===== config.mk =====
export PLATFORM = sky130hd
export DESIGN_NAME = illegal_fetch_guard
export DESIGN_NICKNAME = d
export VERILOG_FILES = /design/src/rtl/ifg_pkg.sv /design/src/rtl/ifg_opcode_check.sv /design/src/rtl/ifg_addr_map.sv /design/src/rtl/illegal_fetch_guard.sv
export SDC_FILE = /design/constraint.sdc
export NUM_CORES = 1
export LEC_CHECK = 0
export BUFFER_PORTS_ARGS = -buffer_cell sky130_fd_sc_hd__buf_2
export CAP_MARGIN = 20
export CORE_AREA = 2 2 39 41
export CTS_BUF_LIST = sky130_fd_sc_hd__clkbuf_4
export CTS_CLUSTER_SIZE = 12
export DETAILED_ROUTE_END_ITERATION = 10
export DIE_AREA = 0 0 41 43
export GPL_ROUTABILITY_DRIVEN = 0
export PLACE_DENSITY = 0.54
export SYNTH_ARGS = -nofsm -noshare
export SYNTH_HDL_FRONTEND = slang
export SYNTH_SLANG_ARGS = --single-unit
export TNS_END_PERCENT = 100

===== constraint.sdc =====
create_clock -name clk -period 1.7 [get_ports clk]
set_clock_uncertainty 0.15 [all_clocks]
set_input_delay 0.34 -clock clk [delete_from_list [all_inputs] [get_ports clk]]
set_output_delay 0.34 -clock clk [all_outputs]
set_load 0.1 [all_outputs]

===== src/rtl/ifg_pkg.sv =====
// ifg_pkg: shared constants and types for the illegal fetch guard.
// Assumes 8-bit opcodes; the halt opcode value is fixed by the instruction set.
package ifg_pkg;
    localparam int OP_W = 8;
    localparam logic [OP_W-1:0] HALT_OPCODE = 8'h8E;

    // Per-cycle verdict of the two detectors.
    typedef struct packed {
        logic bad_op;
        logic bad_addr;
    } ifg_verdict_t;
endpackage


===== src/rtl/ifg_opcode_check.sv =====
// ifg_opcode_check: flags an opcode as illegal when it is in the parameter
// list, or when it is the halt opcode and halt is not enabled.
// Assumes op_valid qualifies opcode; purely combinational.
module ifg_opcode_check
    import ifg_pkg::*;
#(
    parameter int N_ILL = 4,
    parameter logic [N_ILL*OP_W-1:0] ILL_LIST = {8'h9E, 8'h41, 8'h32, 8'h31}
) (
    input  logic            op_valid,
    input  logic [OP_W-1:0] opcode,
    input  logic            stop_en,
    output logic            bad_op
);
    logic [N_ILL-1:0] match;

    // One comparator per listed illegal code.
    for (genvar i = 0; i < N_ILL; i++) begin : g_cmp
        assign match[i] = (opcode == ILL_LIST[i*OP_W +: OP_W]);
    end

    logic halt_blocked;

    // Combine the list match with the configuration-dependent halt rule.
    always_comb begin
        halt_blocked = (opcode == HALT_OPCODE) && !stop_en;
        bad_op       = op_valid && ((|match) || halt_blocked);
    end
endmodule


===== src/rtl/ifg_addr_map.sv =====
// ifg_addr_map: reports whether an address lies inside any configured
// [base, limit] window, both bounds inclusive.
// Assumes base <= limit for every window; windows may overlap.
module ifg_addr_map #(
    parameter int ADDR_W = 16,
    parameter int N_REG  = 3,
    parameter logic [N_REG*ADDR_W-1:0] REG_BASE  = {16'hE000, 16'h8000, 16'h0000},
    parameter logic [N_REG*ADDR_W-1:0] REG_LIMIT = {16'hFFFE, 16'hBFFF, 16'h03FF}
) (
    input  logic [ADDR_W-1:0] addr,
    output logic              mapped
);
    logic [N_REG-1:0] in_win;

    // Each window: offset from base must not exceed the window span.
    for (genvar i = 0; i < N_REG; i++) begin : g_win
        localparam logic [ADDR_W-1:0] BASE = REG_BASE[i*ADDR_W +: ADDR_W];
        localparam logic [ADDR_W-1:0] SPAN = REG_LIMIT[i*ADDR_W +: ADDR_W] - BASE;
        logic [ADDR_W-1:0] offs;
        assign offs      = addr - BASE;
        assign in_win[i] = (offs <= SPAN);
    end

    // Any window hit makes the address mapped.
    always_comb mapped = |in_win;
endmodule


===== src/rtl/illegal_fetch_guard.sv =====
// illegal_fetch_guard: raises a held reset request and sticky cause flags
// for illegal opcodes and for opcode fetches from unmapped addresses.
// Assumes: por_n clears all state; sys_rst_n low clears the request and
// suspends detection; a pending request also suspends detection.
module illegal_fetch_guard
    import ifg_pkg::*;
#(
    parameter int ADDR_W = 16,
    parameter int N_ILL  = 4,
    parameter logic [N_ILL*OP_W-1:0] ILL_LIST = {8'h9E, 8'h41, 8'h32, 8'h31},
    parameter int N_REG  = 3,
    parameter logic [N_REG*ADDR_W-1:0] REG_BASE  = {16'hE000, 16'h8000, 16'h0000},
    parameter logic [N_REG*ADDR_W-1:0] REG_LIMIT = {16'hFFFE, 16'hBFFF, 16'h03FF}
) (
    input  logic              clk,
    input  logic              por_n,
    input  logic              sys_rst_n,
    input  logic              op_valid,
    input  logic [OP_W-1:0]   opcode,
    input  logic              bus_valid,
    input  logic              fetch_cyc,
    input  logic [ADDR_W-1:0] bus_addr,
    input  logic              stop_en,
    output logic              rst_req,
    output logic              flag_ilop,
    output logic              flag_ilad
);
    ifg_verdict_t verdict;
    logic         addr_ok;
    logic         armed;

    ifg_opcode_check #(.N_ILL(N_ILL), .ILL_LIST(ILL_LIST)) u_op (
        .op_valid (op_valid),
        .opcode   (opcode),
        .stop_en  (stop_en),
        .bad_op   (verdict.bad_op)
    );

    ifg_addr_map #(.ADDR_W(ADDR_W), .N_REG(N_REG),
                   .REG_BASE(REG_BASE), .REG_LIMIT(REG_LIMIT)) u_map (
        .addr   (bus_addr),
        .mapped (addr_ok)
    );

    // Address verdict only on a confirmed opcode fetch; detection only when armed.
    always_comb begin
        verdict.bad_addr = bus_valid && fetch_cyc && !addr_ok;
        armed            = sys_rst_n && !rst_req;
    end

    // Cause flags and held reset request.
    always_ff @(posedge clk) begin
        if (!por_n) begin
            rst_req   <= 1'b0;
            flag_ilop <= 1'b0;
            flag_ilad <= 1'b0;
        end else if (!sys_rst_n) begin
            rst_req   <= 1'b0;
        end else if (armed) begin
            if (verdict.bad_op)   flag_ilop <= 1'b1;
            if (verdict.bad_addr) flag_ilad <= 1'b1;
            if (verdict.bad_op || verdict.bad_addr) rst_req <= 1'b1;
        end
    end


    flag_ilop_rise_chk: assert property (@(posedge clk) disable iff (!por_n)
        $rose(flag_ilop) |-> $rose(rst_req));

    flag_ilad_rise_chk: assert property (@(posedge clk) disable iff (!por_n)
        $rose(flag_ilad) |-> $rose(rst_req));

    halt_blocked_chk: assert property (@(posedge clk) disable iff (!por_n)
        (armed && op_valid && opcode == HALT_OPCODE && !stop_en) |=> (rst_req && flag_ilop));

    data_access_chk: assert property (@(posedge clk) disable iff (!por_n)
        (armed && bus_valid && !fetch_cyc && !op_valid) |=> !rst_req);

    req_hold_chk: assert property (@(posedge clk) disable iff (!por_n)
        (rst_req && sys_rst_n) |=> rst_req);

    req_clear_chk: assert property (@(posedge clk) disable iff (!por_n)
        !sys_rst_n |=> !rst_req);

    suppress_chk: assert property (@(posedge clk) disable iff (!por_n)
        !armed |=> ($stable(flag_ilop) && $stable(flag_ilad)));

    sticky_chk: assert property (@(posedge clk) disable iff (!por_n)
        (flag_ilop || flag_ilad) |=> ($past(flag_ilop) <= flag_ilop && $past(flag_ilad) <= flag_ilad));
endmodule


==> metrics.cfg <==
[outcome]
status = complete, no violations

[drt]
drc_errors = 0
drtPass1Iterations = 3
antenna_left = 0
via_per_inst = 4.61
wl_per_cell_um = 9.31
via_count = 410
first_iter_violations = 5
wl_um = 829

[synthesis]
synthesis.area_sq_um = 279
ys_ff_latch = 3
postSynthCellCount = 36
avgSynthCellArea_sq_um = 7.75
ys_types = 23
yosysSeqAreaShare_pct = 21.5
yosysWarnings = 0
synth.net_count = 68

[global_route]
antenna_found_initial = 0
grt_overflow = 0
grt_max_degree = 6
grt_pass1_vias = 347
grt_pass1_wl_mm = 1.22
track_usage_pct = 10.1

[setup_path]
critPathLaunch = rst_req
r2r-start = rst_req
critPathArrivalTime_ns = 1.02
cp_top_family = buffers and inverters
worstReg2RegEnd = flag_ilop
cp_slowest_stage_delay_ns = 0.44
path_buf_inv = 1
cp-endpoint = rst_req
cp.depth = 1
r2r_setup_slack_ns = 0.79
rr_worst_depth = 3
crit_chain = buf_2
worstPathMaxFanout = 3
end_kind = output port
path_class = reg -> out
startpoint_type = register
slowest_stage = buf_2
critPathRequiredTime_ns = 1.21

[power_and_ir_drop]
leakage_nw = 0.246
internal_power_w = 0.000220
p_sw_w = 0.0000871
p_clk_share_pct = 47.3
power.total_w = 0.000307
swShare_pct = 28.4
power_density_mw_per_mm2 = 621
irDropWorstVdd_mv = 0.325
seqPwrFrac_pct = 24.2
combPwrFrac_pct = 28.5

[floorplanning]
die_w_um = 41
ios = 34
fp-row-count = 14
core_area_sq_mm = 0.00138
die-height_um = 43
start_util_pct = 20.2
die_area_sq_mm = 0.00176

[timing]
rsz0062_at_grt = no
fin_crit_sh_pct = 88.7
worst_pin_slew_ns = 0.486
setup_tns_ns = 0
finalHoldViolCount = 0
finalMaxSlewViolations = 0
finalSetupViolCount = 0
slew_headroom_pct = 67.9
layout_min_cycle_time_ns = 1.51
clock.fmax_ghz = 0.663
holdWs_ns = 0.190

[cells_and_area]
diodes = 0
instances_no_fill = 89
drive_above_1_share_pct = 52.1
fillers = 158
area_growth_pct = 77.1
layout.nets = 106

[clock_network]
numCtsBuffers = 3
insertion_delay_ns = 0.23
clk_path_buf_depth = 2
cts_max_level = 1
clkTransAtPathRegs_ns = 0.04
post_cts_buffers = 0
holdBufCountCts = 0
cts.sinks = 3
cts-root-buf = clkbuf_4
cts_resized = 0
cts_tree = built

[worst_hold_path]
min_delay_path_depth = 3
hold_path_class = in -> reg
hp-start = por_n

[run]
maxCapViolCount = 0

[placement]
dp.cells = 85
dpl.hpwl_um = 723
io_buffers = 33

==> synth_stat cells (all sizes together) <==
cell type | number | area share (%)
a21boi | 1 | 2.7
a21oi | 2 | 4.9
a31oi | 1 | 2.2
and2b | 1 | 2.7
dfxtp | 3 | 22
ha | 1 | 4.5
inv | 3 | 4.0
mux2i | 1 | 3.6
nand2 | 4 | 5.4
nand2b | 2 | 4.5
nand3 | 2 | 3.6
nand3b | 1 | 2.7
nand4 | 3 | 6.7
nand4b | 1 | 3.1
nor2b | 1 | 2.2
nor4 | 2 | 4.5
o2111ai | 1 | 3.1
o21bai | 1 | 2.7
o31ai | 2 | 5.4
o32a | 1 | 3.6
or3b | 1 | 3.1
xnor2 | 1 | 3.1
==> flip-flops by register name, indices dropped and copies added (netlist names) <==
name / count
flag_ilop: 1
flag_ilad: 1
rst_req: 1
==> logic make-up (layout without fill, tap and decap cells) <==
logic type / Yosys count / in the layout / synth area share [%]
simple gates: 18 / 18 / 38.6
compound gates: 9 / 9 / 24.7
flops: 3 / 3 / 21.5
buf+inv: 3 / 40 / 4.04
fa+ha+maj: 1 / 1 / 4.48
xor+xnor: 1 / 1 / 3.14
mux: 1 / 1 / 3.59
==> layout make-up <==
cell class                 instances  area (sq um)  area share (%)
clock buffer                       4          30.0            6.08
multi-input combinational         30           208            42.0
inverter                           3          11.3            2.28
timing repair buffer              33           165            33.4
sequential                         3          60.1            12.2
tap                               16          20.0            4.05
==> placed cells by master, fill, tap and decap left out, drive strengths merged <==
cell type,n
a21boi,1
a21oi,2
a31oi,1
and2b,1
buf,33
clkbuf,4
dfxtp,3
ha,1
inv,3
mux2i,1
nand2,4
nand2b,2
nand3,2
nand3b,1
nand4,3
nand4b,1
nor2b,1
nor4,2
o2111ai,1
o21bai,1
o31ai,2
o32a,1
or3b,1
xnor2,1
==> layer usage <==
layer,vias up,global-route usage (%),share of wire (%)
met5,-,0,0
met4,0,4.00,0
met3,0,5.24,19
met2,31,16.6,43
met1,167,10.3,38
li1,212,-,-
==> stage by stage <==
step / setup WS, ns / utilization [%] / area, sq um
floorplan: 0.216 / - / 279
global placement: 0.184 / 33.5 / 464
detailed placement: 0.149 / 33.5 / 464
CTS: 0.182 / 35.7 / 494
global route: 0.142 / 35.7 / 494
finish: 0.192 / 35.7 / 494
==> power by group through the flow <==
stage / clock network [W] / registers (W) / logic [W]
final: 0.000145 / 0.0000742 / 0.0000875
after global routing: 0.000152 / 0.0000745 / 0.0000996
after CTS: 0.000151 / 0.0000742 / 0.0000889
after detailed placement: 0 / 0.0000753 / 0.0000883
after global placement: 0 / 0.0000753 / 0.0000874
after floorplan: 0 / 0.0000912 / 0.0000269
==> how the worst min path moves through the flow <==
stage                     end  slack (ns)
floorplan           flag_ilad        0.30
global placement    flag_ilop        0.28
detailed placement  flag_ilop        0.29
CTS                   rst_req        0.18
global route          rst_req        0.21
finish              flag_ilad        0.19
(Power assumes the default switching activity.)
